`src/rtl/rtg_pkg.sv`:
```
`timescale 1ns/1ps
package rtg_pkg;

  localparam int SIZE_W = 12;
  localparam int SYNC_W = 8;

  localparam logic [2:0] ADDR_CTRL = 3'd0;
  localparam logic [2:0] ADDR_HTIM = 3'd1;
  localparam logic [2:0] ADDR_VTIM = 3'd2;
  localparam logic [2:0] ADDR_SIZE = 3'd3;
  localparam logic [2:0] ADDR_POL  = 3'd4;

  // decoded raster description, as held in staging and shadow registers
  typedef struct packed {
    logic [SYNC_W-1:0] hSyncM1;
    logic [SIZE_W-1:0] hFrontM1;
    logic [SIZE_W-1:0] hBackM1;
    logic [SYNC_W-1:0] vSyncM1;
    logic [SIZE_W-1:0] vFront;
    logic [SIZE_W-1:0] vBack;
    logic [SIZE_W-1:0] hActM1;
    logic [SIZE_W-1:0] vActM1;
    logic              invV;
    logic              invH;
    logic              invDe;
  } rtg_timing_t;

  // strobes from control to datapath
  typedef struct packed {
    logic load;
    logic run;
    logic clear;
    logic active;
  } rtg_strobe_t;

  typedef enum logic {ST_IDLE, ST_RUN} rtg_state_t;

endpackage

```
`src/rtl/rtg_regfile.sv`:
```
`timescale 1ns/1ps
module rtg_regfile
  import rtg_pkg::*;
#(
  parameter int ADDR_W = 3
) (
  input  logic              clk,
  input  logic              rstN,
  input  logic              wrEn,
  input  logic [ADDR_W-1:0] wrAddr,
  input  logic [31:0]       wrData,
  output rtg_timing_t       staged,
  output logic              enable,
  output logic [2:0]        widthCode,
  output logic              unusedPolBits
);

  logic [3:0] polSpare;

  always_ff @(posedge clk or negedge rstN) begin
    if (!rstN) begin
      staged    <= '0;
      enable    <= 1'b0;
      widthCode <= '0;
      polSpare  <= '0;
    end else if (wrEn) begin
      case (wrAddr)
        ADDR_W'(ADDR_CTRL): begin
          enable    <= wrData[0];
          widthCode <= wrData[10:8];
        end
        ADDR_W'(ADDR_HTIM): begin
          staged.hSyncM1  <= wrData[7:0];
          staged.hFrontM1 <= wrData[19:8];
          staged.hBackM1  <= wrData[31:20];
        end
        ADDR_W'(ADDR_VTIM): begin
          staged.vSyncM1 <= wrData[7:0];
          staged.vFront  <= wrData[19:8];
          staged.vBack   <= wrData[31:20];
        end
        ADDR_W'(ADDR_SIZE): begin
          staged.hActM1 <= wrData[11:0];
          staged.vActM1 <= wrData[27:16];
        end
        ADDR_W'(ADDR_POL): begin
          staged.invV  <= wrData[12];
          staged.invH  <= wrData[13];
          staged.invDe <= wrData[15];
          polSpare     <= {wrData[18:16], wrData[14]};
        end
        default: ;
      endcase
    end
  end

  // edge-select and sync-alignment bits are kept but steer nothing here
  assign unusedPolBits = ^polSpare;

endmodule

```
`src/rtl/rtg_ctrl.sv`:
```
`timescale 1ns/1ps
module rtg_ctrl
  import rtg_pkg::*;
(
  input  logic        clk,
  input  logic        rstN,
  input  logic        enable,
  input  logic        frameEnd,
  output rtg_strobe_t strobe
);

  rtg_state_t state, stateNext;

  always_ff @(posedge clk or negedge rstN) begin
    if (!rstN) state <= ST_IDLE;
    else       state <= stateNext;
  end

  always_comb begin
    strobe    = '0;
    stateNext = state;
    case (state)
      ST_IDLE: begin
        strobe.load  = 1'b1;
        strobe.clear = 1'b1;
        if (enable) stateNext = ST_RUN;
      end
      ST_RUN: begin
        strobe.run    = 1'b1;
        strobe.active = 1'b1;
        if (frameEnd) begin
          if (enable) strobe.load = 1'b1;
          else        stateNext   = ST_IDLE;
        end
      end
      default: stateNext = ST_IDLE;
    endcase
  end

  // a running raster never stops in mid-frame
  a_r10_run_until_frame_end: assert property (@(posedge clk) disable iff (!rstN)
    (state == ST_RUN && !frameEnd) |=> (state == ST_RUN));

  // a stopped raster with enable set starts on the next edge
  a_r9_start_next_cycle: assert property (@(posedge clk) disable iff (!rstN)
    (state == ST_IDLE && enable) |=> strobe.active);

endmodule

```
`src/rtl/rtg_datapath.sv`:
```
`timescale 1ns/1ps
module rtg_datapath
  import rtg_pkg::*;
#(
  parameter int CNT_W   = 14,
  parameter int COORD_W = 12
) (
  input  logic               clk,
  input  logic               rstN,
  input  rtg_timing_t        staged,
  input  rtg_strobe_t        strobe,
  output logic               frameEnd,
  output logic               hsyncOut,
  output logic               vsyncOut,
  output logic               deOut,
  output logic [COORD_W-1:0] pixX,
  output logic [COORD_W-1:0] pixY
);

  rtg_timing_t sh;
  logic [CNT_W-1:0] hCnt, vCnt;
  logic [CNT_W-1:0] hSyncLen, hActStart, hActEnd, hLast;
  logic [CNT_W-1:0] vSyncLen, vActStart, vActEnd, vLast;
  logic lineEnd, hInAct, vInAct, deActive, hSyncAct, vSyncAct;

  // shadow copy: follows staging while stopped, reloads only at frame end
  always_ff @(posedge clk or negedge rstN) begin
    if (!rstN)            sh <= '0;
    else if (strobe.load) sh <= staged;
  end

  // horizontal offsets: every field carries a minus-one offset
  always_comb begin
    hSyncLen  = CNT_W'(sh.hSyncM1) + CNT_W'(1);
    hActStart = hSyncLen + CNT_W'(sh.hBackM1) + CNT_W'(1);
    hActEnd   = hActStart + CNT_W'(sh.hActM1) + CNT_W'(1);
    hLast     = hActEnd + CNT_W'(sh.hFrontM1);
  end

  // vertical offsets: porches are true counts, sync and size minus one
  always_comb begin
    vSyncLen  = CNT_W'(sh.vSyncM1) + CNT_W'(1);
    vActStart = vSyncLen + CNT_W'(sh.vBack);
    vActEnd   = vActStart + CNT_W'(sh.vActM1) + CNT_W'(1);
    vLast     = vActEnd + CNT_W'(sh.vFront) - CNT_W'(1);
  end

  assign lineEnd  = (hCnt == hLast);
  assign frameEnd = lineEnd && (vCnt == vLast);

  always_ff @(posedge clk or negedge rstN) begin
    if (!rstN) begin
      hCnt <= '0;
      vCnt <= '0;
    end else if (strobe.clear) begin
      hCnt <= '0;
      vCnt <= '0;
    end else if (strobe.run) begin
      if (lineEnd) begin
        hCnt <= '0;
        vCnt <= frameEnd ? '0 : vCnt + CNT_W'(1);
      end else begin
        hCnt <= hCnt + CNT_W'(1);
      end
    end
  end

  always_comb begin
    hSyncAct = strobe.active && (hCnt < hSyncLen);
    vSyncAct = strobe.active && (vCnt < vSyncLen);
    hInAct   = (hCnt >= hActStart) && (hCnt < hActEnd);
    vInAct   = (vCnt >= vActStart) && (vCnt < vActEnd);
    deActive = strobe.active && hInAct && vInAct;
    hsyncOut = hSyncAct ^ sh.invH;
    vsyncOut = vSyncAct ^ sh.invV;
    deOut    = deActive ^ sh.invDe;
    pixX     = deActive ? COORD_W'(hCnt - hActStart) : '0;
    pixY     = deActive ? COORD_W'(vCnt - vActStart) : '0;
  end

  // counters stay inside the programmed raster
  a_r5_counter_bound: assert property (@(posedge clk) disable iff (!rstN)
    strobe.active |-> (hCnt <= hLast && vCnt <= vLast));

  // coordinates never pass the programmed active size
  a_r6_coord_bound: assert property (@(posedge clk) disable iff (!rstN)
    (deOut != sh.invDe) |-> (pixX <= COORD_W'(sh.hActM1) && pixY <= COORD_W'(sh.vActM1)));

  // data enable never overlaps horizontal sync
  a_r6_de_outside_sync: assert property (@(posedge clk) disable iff (!rstN)
    (deOut != sh.invDe) |-> (hsyncOut == sh.invH));

  // the configuration is held for the whole of a running frame
  a_r9_shadow_held: assert property (@(posedge clk) disable iff (!rstN)
    (strobe.active && !frameEnd) |=> $stable(sh));

  // a stopped raster shows only inactive levels
  a_r10_idle_quiet: assert property (@(posedge clk) disable iff (!rstN)
    !strobe.active |-> (pixX == '0 && pixY == '0 && hsyncOut == sh.invH
                        && vsyncOut == sh.invV && deOut == sh.invDe));

endmodule

```
`src/rtl/raster_timing_gen.sv`:
```
`timescale 1ns/1ps
module raster_timing_gen
  import rtg_pkg::*;
#(
  parameter int CNT_W = 14
) (
  input  logic        clk,
  input  logic        rstN,
  input  logic        wrEn,
  input  logic [2:0]  wrAddr,
  input  logic [31:0] wrData,
  output logic        hsyncOut,
  output logic        vsyncOut,
  output logic        deOut,
  output logic [11:0] pixX,
  output logic [11:0] pixY,
  output logic [2:0]  widthCode
);

  localparam int COORD_W = SIZE_W;
  localparam int ADDR_W  = 3;

  rtg_timing_t staged;
  rtg_strobe_t strobe;
  logic        enable;
  logic        frameEnd;
  logic        unusedPolBits;

  rtg_regfile #(.ADDR_W(ADDR_W)) uRegs (
    .clk          (clk),
    .rstN         (rstN),
    .wrEn         (wrEn),
    .wrAddr       (wrAddr),
    .wrData       (wrData),
    .staged       (staged),
    .enable       (enable),
    .widthCode    (widthCode),
    .unusedPolBits(unusedPolBits)
  );

  rtg_ctrl uCtrl (
    .clk     (clk),
    .rstN    (rstN),
    .enable  (enable),
    .frameEnd(frameEnd),
    .strobe  (strobe)
  );

  rtg_datapath #(.CNT_W(CNT_W), .COORD_W(COORD_W)) uPath (
    .clk     (clk),
    .rstN    (rstN),
    .staged  (staged),
    .strobe  (strobe),
    .frameEnd(frameEnd),
    .hsyncOut(hsyncOut),
    .vsyncOut(vsyncOut),
    .deOut   (deOut),
    .pixX    (pixX),
    .pixY    (pixY)
  );

endmodule

```
`config.mk`:
```
export PLATFORM = sky130hd
export DESIGN_NAME = raster_timing_gen
export DESIGN_NICKNAME = d
export VERILOG_FILES = /design/src/rtl/rtg_pkg.sv /design/src/rtl/rtg_regfile.sv /design/src/rtl/rtg_ctrl.sv /design/src/rtl/rtg_datapath.sv /design/src/rtl/raster_timing_gen.sv
export SDC_FILE = /design/constraint.sdc
export NUM_CORES = 1
export LEC_CHECK = 0
export BUFFER_PORTS_ARGS = -buffer_cell sky130_fd_sc_hd__buf_4
export CAP_MARGIN = 40
export CORE_MARGIN = 4
export CORE_UTILIZATION = 40
export CTS_BUF_LIST = sky130_fd_sc_hd__clkbuf_4 sky130_fd_sc_hd__clkbuf_8
export DETAILED_ROUTE_END_ITERATION = 7
export PLACE_DENSITY = 0.6
export SLEW_MARGIN = 20
export SYNTH_ARGS = -nofsm -noshare
export SYNTH_HDL_FRONTEND = slang
export SYNTH_SLANG_ARGS = --single-unit
```
`constraint.sdc`:
```
create_clock -name clk -period 8.1 [get_ports clk]
set_input_delay 0.405 -clock clk [delete_from_list [all_inputs] [get_ports clk]]
set_output_delay 0.405 -clock clk [all_outputs]
set_load 0.005 [all_outputs]
```
==> metrics.cfg, run 1 <==
[min_path]
whs_endpoint = uRegs.staged[35]
hp-class = in2reg
worstHoldPathCells = 2
min_from = wrData[28]

[yosys]
synth_top_family_by_area = multiplexers
synthAdderAreaFrac_pct = 13.8
yosys-top-cells-area = dfrtp_1 (37%), ha_1 (13%), mux2_2 (7.4%), mux2_1 (6.9%), xnor2_1 (4.3%)
synthArstFlopShare_pct = 100
ys.flop_type = dfrtp_1
synth_top_area_share_pct = 36.7
synth-edff-count = 0
yosys.area.top_type = dfrtp_1
synth-simple-area-share_pct = 11.8
synth_xor_area_share_pct = 7.86
synth_compound_gate_area_share_pct = 10.8
ys_ff_latch = 215
synthMuxAreaShare_pct = 14.5
syn_area_um2 = 14700
postSynthAreaPerCell_um2 = 10.4
syn-num-nets = 1605
yosysUniqueCellTypes = 82
yosysSeqAreaShare_pct = 36.7
syn_inst = 1412
synth_warnings = 0

[critical_path]
timing.rr.start = uPath.sh[83]
crit_top_cell = a21o_1
rrSetupSlack_ns = 0.75
crit_slowest_cell = a311oi_1
endpoint_kind = flip-flop
timing.rr.end = uPath.sh[16]
reg2reg_depth = 30
cp.required_ns = 8.52
crit_fanout = 36
critPathKind = reg2reg
worstPathArrival_ns = 7.77
startpoint_type = flip-flop
slowest_delay_ns = 0.48

[route]
wl_met2_mm = 16.5
wl_met1_mm = 17.9
ant_nets = 0
wire_per_inst_um = 18.4
drc = 0
drtPass1Iterations = 5
post_drt_via_cell_ratio = 5.39
routed_wirelength_mm = 36.6
dr.first_iter.drc_count = 598
routed.top_layer = met4
vias = 10709
met3_wirelength_mm = 1.32

[run_status]
outcome = complete, no violations

[sta]
setup_viol = 0
hold_viol_final = 0
timing.final.ws_setup_ns = 0.748
slew_viol_final = 0
finalClockSkew_ns = 0.0127
fin_crit_ns = 7.35
rsz0062_at_grt = false
setup_tns_ns = 0
finalCritPeriodShare_pct = 90.8
relSlewSlack_pct = 50.7
tightest_slew_ns = 0.730
fmax_mhz = 136

[flow_run]
cap_violations = 0

[cells_and_area]
drive_gt1_share_pct = 17.8
multi_input_area_um2 = 8650
fill_cells = 3389
nets = 1690
insertedDiodeCount = 0
area_growth_pct = 13.1
seq_area_um2 = 5380

[clocking]
numCtsBuffers = 38
cts_root_buf = clkbuf_8
clockBufferDepth = 3
h-tree-depth = 2
tritoncts = done
post_cts_buffers = 0
clk_pin_slew_ns = 0.06
clock_sinks = 215
insertion_delay_ns = 0.54

[floorplan]
initial_core_util_pct = 40.9
die_w_um = 200
fp.coreArea_um2 = 35900
io-pin-count = 68
core.rowCount = 69
die_h_um = 200
dieArea_um2 = 39800

[global_route]
grt_max_degree = 139
grt_use_total_pct = 18.5
gr-total-overflow = 0
grt_pass1_vias = 10550
antenna_found_initial = 0
grt_pass1_wl_mm = 58.4

[placed_design]
hpwl_mm = 28.1
place_congestion = 0.905
dp_slack_ns = 0.823
portBuffers = 67

[sequential cells by signal (all words and copies together), names as in the netlist]
signal	flops
uPath.sh	91
uCtrl.state	1
uPath.vCnt	14
uRegs.enable	1
uRegs.widthCode	3
uPath.hCnt	14
uRegs.staged	91
[worst max-delay path: cells and delay by family (launching register included)]
kind / cells / cell delay [ns]
xor gates and xnor gates: 2 / 0.48
AOI/OAI and AO/OA: 11 / 2.11
buffers and inverters: 2 / 0.55
muxes: 1 / 0.33
adders and majority gates: 4 / 1.35
and+or+nand+nor: 10 / 1.92
DFF: 1 / 0.43
[through the flow]
| stage | cell area (um^2) | hold slack, ns | std cells | utilization, % |
|---|---|---|---|---|
| 2_1_floorplan | 14700 | 0.109 | 1412 | - |
| 3_3_place_gp | 15600 | 0.460 | 1912 | 43.4 |
| 3_5_place_dp | 15700 | 0.467 | 1916 | 43.7 |
| 4_1_cts | 16600 | 0.0533 | 1986 | 46.1 |
| 5_1_grt | 16600 | 0.0916 | 1988 | 46.2 |
| 6_report | 16600 | 0.110 | 1988 | 46.2 |
[layout by cell type, fill, tap and decap left out, types with 5 or more instances in the layout]
master	count
xnor2_1	72
clkbuf_4	13
nand2_1	51
nor3_1	25
nand4_1	20
buf_4	73
fa_1	8
o2111ai_1	7
o21a_1	34
or2_2	5
a31oi_1	5
a21o_1	32
mux2_2	96
o211ai_1	8
and2_1	5
a211oi_1	6
nor2b_1	19
ha_1	147
inv_1	113
nor4_1	11
nor2_1	96
a21oi_1	52
o21ai_0	44
dfrtp_1	215
xor2_1	57
nand2b_1	25
nand3b_1	5
mux2_1	90
nand3_1	35
clkbuf_8	47
and3_1	12
[Yosys cell counts (6+ instances only)]
master     count
nand2b_1      25
dfrtp_1      215
o211ai_1       8
nand3_1       35
nor3_1        25
nand2_1       51
mux2_1        90
a211oi_1       6
o21a_1        34
a21oi_1       52
xnor2_1       72
a31oi_1        6
xor2_1        57
inv_1        113
nor2b_1       19
o21ai_0       44
o2111ai_1      7
nand4_1       20
clkbuf_1      12
buf_6         10
and3_1        12
mux2_2        96
nor2_1        97
nor4_1        11
ha_1         147
fa_1           8
a21o_1        32
[worst max-delay path by stage]
| stage | depth (start not counted) | from | slack [ns] | end |
|---|---|---|---|---|
| 6_report | 30 | uPath.sh[83] | 0.75 | uPath.sh[16] |
| 5_1_grt | 31 | uPath.sh[83] | 0.09 | uPath.sh[15] |
| 4_1_cts | 27 | uPath.sh[51] | 0.71 | pixX[5] |
| 3_5_place_dp | 30 | uPath.sh[83] | 0.82 | uPath.sh[16] |
| 3_3_place_gp | 29 | uPath.sh[83] | 0.90 | uPath.sh[85] |
| 2_1_floorplan | 28 | uPath.sh[83] | 1.82 | uPath.vCnt[13] |
[cells by family after synthesis]
kind of cell / Yosys count
and+or+nand+nor: 336
AOI/OAI and AO/OA: 235
DFF: 215
muxes: 190
adders and majority gates: 157
buffers and inverters: 149
xor gates and xnor gates: 130
[routing by layer]
metal  track usage [%]  vias to the layer above
li1                  -                     5193
met2              29.1                      180
met5                 0                        -
met4              4.98                        0
met3              2.26                       61
met1              27.0                     5275
[cell type report]
class                      instances  area share (%)
clock buffer                      60            4.48
timing repair buffer              80            4.11
sequential                       215            32.4
tap                              461            3.47
multi-input combinational       1048            52.1
inverter                         114            2.58
clock inverter                    10           0.881
[what timing repair did]
item,CTS,global route
endpoints found under the setup margin,0,0
resized for setup,0,0
hold endpoints to repair,0,47
hold buffers,0,1
Power of run 1 is left out: the tool's default activity adds up to more than one toggle a clock period on the data nets, which glitch-free logic cannot reach.
==> inputs of run 2 (changes only) <==
CORE_MARGIN = 5   (was 4)
PLACE_DENSITY = 0.59   (was 0.6)
==> metrics.cfg, run 2 (synthesized netlist as in run 1, its figures left out) <==
[global_route]
grt_max_degree = 136
grt_pass1_vias = 10942
gr-total-overflow = 0
antenna_found_initial = 0
grt_pass1_wl_mm = 60.5
grt_use_total_pct = 18.4

[floorplan]
initial_core_util_pct = 40.3
die_h_um = 202
dieArea_um2 = 40600
io-pin-count = 68
die_w_um = 202
core.rowCount = 70
fp.coreArea_um2 = 36400

[sta]
timing.final.ws_setup_ns = 0.780
tightest_slew_ns = 0.639
timing.hold.ws_ns = 0.0945
relSlewSlack_pct = 57.0
slew_viol_final = 0
finalClockSkew_ns = 0.0280
fin_crit_ns = 7.32
hold_viol_final = 0
rsz0062_at_grt = false
finalCritPeriodShare_pct = 90.4
fmax_mhz = 137
setup_tns_ns = 0
setup_viol = 0

[route]
vias = 10675
wire_per_inst_um = 18.6
ant_nets = 0
dr.first_iter.drc_count = 457
drtPass1Iterations = 5
drc = 0
routed_wirelength_mm = 37.0
post_drt_via_cell_ratio = 5.36

[critical_path]
crit_slowest_cell = dfrtp_1
startpoint_type = flip-flop
endpoint_kind = output pin
cp.required_ns = 7.70
slowest_delay_ns = 0.45
critPathKind = reg2out
crit_fanout = 13
cp_top_family = compound AO/OA/AOI/OAI gates
worstPathArrival_ns = 6.92
critPathBufInv = 2

[clocking]
cts_resized = 0
ctsHoldBuffers = 0
clockBufferDepth = 3
cts_root_buf = clkbuf_8
clock_sinks = 215
post_cts_buffers = 0
tritoncts = done
numCtsBuffers = 39
clk_pin_slew_ns = 0.06
h-tree-depth = 2
insertion_delay_ns = 0.55

[cells_and_area]
multi_input_area_um2 = 8650
final_common_cell = dfrtp_1
area_growth_pct = 13.0
insertedDiodeCount = 0
final_cell_mix = dfrtp_1 (215), ha_1 (147), inv_1 (113)
reg_top3 = uPath.sh x91, uRegs.staged x91
final_core_util_pct = 45.5
seq_area_um2 = 5380
drive_gt1_share_pct = 17.7
nets = 1690
fill_cells = 3470

[flow_run]
cap_violations = 0

[run_status]
outcome = complete, no violations

[placed_design]
portBuffers = 67
dp_slack_ns = 1.14
place_congestion = 0.922
hpwl_mm = 28.8

[min_path]
hp-class = in2reg

[run 2: per-layer routing]
metal	share of wire, %	track usage, %	vias to the layer above
met5	0	0	-
met4	2.5	5.03	0
met3	3.5	2.50	59
met2	45	29.3	206
met1	49	26.4	5220
li1	-	-	5190
[run 2: final timing paths]
kind	start	end	slack (ns)	cells after the start
worst max-delay path	uPath.sh[51]	pixX[4]	0.78	27
worst min-delay path	wrData[30]	uRegs.staged[69]	0.09	2
worst max register to register	uPath.sh[83]	uPath.sh[86]	1.07	29
worst min register to register	uRegs.staged[72]	uPath.sh[72]	0.47	1
max in group asynchronous	rstN	uRegs.staged[0]	6.25	5
min in group asynchronous	rstN	uPath.hCnt[2]	0.33	2
[run 2: final cells by class]
type	count	area share, %
clock inverter	7	0.453
tap	468	3.53
timing repair buffer	79	4.07
multi-input combinational	1048	52.1
clock buffer	62	4.80
sequential	215	32.4
inverter	114	2.58
[run 2: through the flow]
step,instances,area [um^2]
4_1_cts,1991,16600
5_1_grt,1993,16600
3_3_place_gp,1919,15600
6_report,1993,16600
2_1_floorplan,1412,14700
3_5_place_dp,1922,15700
Power of run 2 is left out for the same reason.
==> inputs of run 3 (changes only) <==
CORE_UTILIZATION = 33   (was 40)
PLACE_DENSITY = 0.51   (was 0.59)
SYNTH_HIERARCHICAL = 1   (was default)
==> metrics.cfg, run 3 <==
[run_status]
outcome = complete, no violations

[yosys]
syn-num-nets = 1718
postSynthAreaPerCell_um2 = 9.96
syn_area_um2 = 15200
syn_inst = 1524
synth_warnings = 6

[critical_path]
reg2reg_depth = 31
crit_fanout = 23
endpoint_kind = output pin
startpoint_type = flip-flop
critPathKind = reg2out
rrSetupSlack_ns = 0.64
cp.required_ns = 7.70
worstPathArrival_ns = 7.12

[sta]
timing.final.ws_setup_ns = 0.572
tightest_slew_ns = 0.849
fin_crit_ns = 7.53
setup_tns_ns = 0
rsz0062_at_grt = false
finalCritPeriodShare_pct = 92.9
fmax_mhz = 133
relSlewSlack_pct = 43.4
finalClockSkew_ns = 0.0188
slew_viol_final = 0
hold_viol_final = 0
setup_viol = 0

[clocking]
tritoncts = done
numCtsBuffers = 40
h-tree-depth = 2
clockBufferDepth = 3
clk_pin_slew_ns = 0.06
cts_root_buf = clkbuf_8
insertion_delay_ns = 0.59
clock_sinks = 215

[cells_and_area]
final_cell_mix = dfrtp_1 (215), ha_1 (148), inv_1 (126)
area_growth_pct = 14.5
final_cell_area_um2 = 17400
drive_gt1_share_pct = 18.1
nets = 1801
final_core_util_pct = 38.2
reg_top3 = uPath/sh x91, uRegs/staged x91
final_common_cell = dfrtp_1
insertedDiodeCount = 0

[min_path]
worstHoldPathCells = 2
hp-class = in2reg

[global_route]
grt_max_degree = 95
grt_pass1_wl_mm = 68.7
grt_pass1_vias = 11602
gr-total-overflow = 0
grt_use_total_pct = 17.4
antenna_found_initial = 0

[placed_design]
hpwl_mm = 34.3
placed_area_um2 = 16400
place_congestion = 0.902
portBuffers = 67
dp_slack_ns = 0.414

[floorplan]
initial_core_util_pct = 33.4
die_h_um = 224
io-pin-count = 68
core.rowCount = 78
dieArea_um2 = 50400
die_w_um = 224
fp.coreArea_um2 = 45500

[flow_run]
cap_violations = 0

[route]
vias = 11770
drc = 0
dr.first_iter.drc_count = 706
wire_per_inst_um = 19.8
ant_nets = 0
post_drt_via_cell_ratio = 5.28
drtPass1Iterations = 5
routed_wirelength_mm = 44.1

-- run 3: cell types whose count changed in the layout (fill, tap and decap cells not counted), sizes merged, moves of 15 or more --
cell,previous run,this run
nor2,101,51
a21oi,53,91
nand2,51,88
o21ai,45,78
a211oi,8,25
o21a,34,18
inv,116,131
-- run 3: final timing paths --
kind | startpoint | endpoint
setup / recovery | uPath/sh[83] | pixY[11]
hold / removal | wrData[29] | uRegs/staged[68]
setup reg to reg | uPath/sh[83] | uPath/sh[12]
hold reg to reg | uRegs/staged[74] | uRegs/staged[74]
max in group asynchronous | rstN | uPath/hCnt[7]
min in group asynchronous | rstN | uRegs/staged[10]
-- run 3: layer usage --
layer	track usage, %	vias to the layer above	wire length (um)
li1	-	5670	-
met1	25.2	5739	21500
met2	27.2	290	19600
met3	2.61	71	2000
met4	4.73	0	1050
met5	0	-	0
-- run 3: per-stage QoR --
step	cells	hold slack, ns
2_1_floorplan	1524	0.109
3_3_place_gp	2158	0.460
3_5_place_dp	2160	0.469
4_1_cts	2229	0.00229
5_1_grt	2231	0.0233
6_report	2231	0.0601
-- run 3: cell type report --
cell class	instances	area, um^2
clock buffers	54	706
fillers	4605	28100
clock inverters	12	139
repair buffers	91	783
flip-flops and latches	215	5380
well taps	600	751
inverters	128	480
multi-input cells	1131	9140
-- run 3: what timing repair did --
item                                    4_1_cts  5_1_grt
resized for setup                             0        7
endpoints found under the setup margin        0       74
buffers inserted                              0        0
hold buffers                                  3        0
hold endpoints to repair                     95        0
-- run 3: worst max-delay path, cell delays in order, from the launching register on --
cell	delay (ns)
dfrtp_1	0.43
ha_1	0.37
ha_1	0.29
nor2b_1	0.13
o21ai_0	0.20
a21boi_0	0.15
o21ai_0	0.23
a21boi_0	0.16
o21a_1	0.20
o21ai_1	0.21
a211oi_1	0.12
or3_1	0.39
ha_1	0.38
a2111oi_1	0.42
a21oi_1	0.08
a31oi_1	0.17
buf_4	0.20
xnor2_1	0.15
ha_1	0.27
and4_1	0.24
o221ai_1	0.15
nand4_1	0.22
a211oi_2	0.32
o221ai_2	0.14
buf_4	0.24
nand2_1	0.24
and3b_1	0.28
buf_4	0.14
Power of run 3 is left out for the same reason.
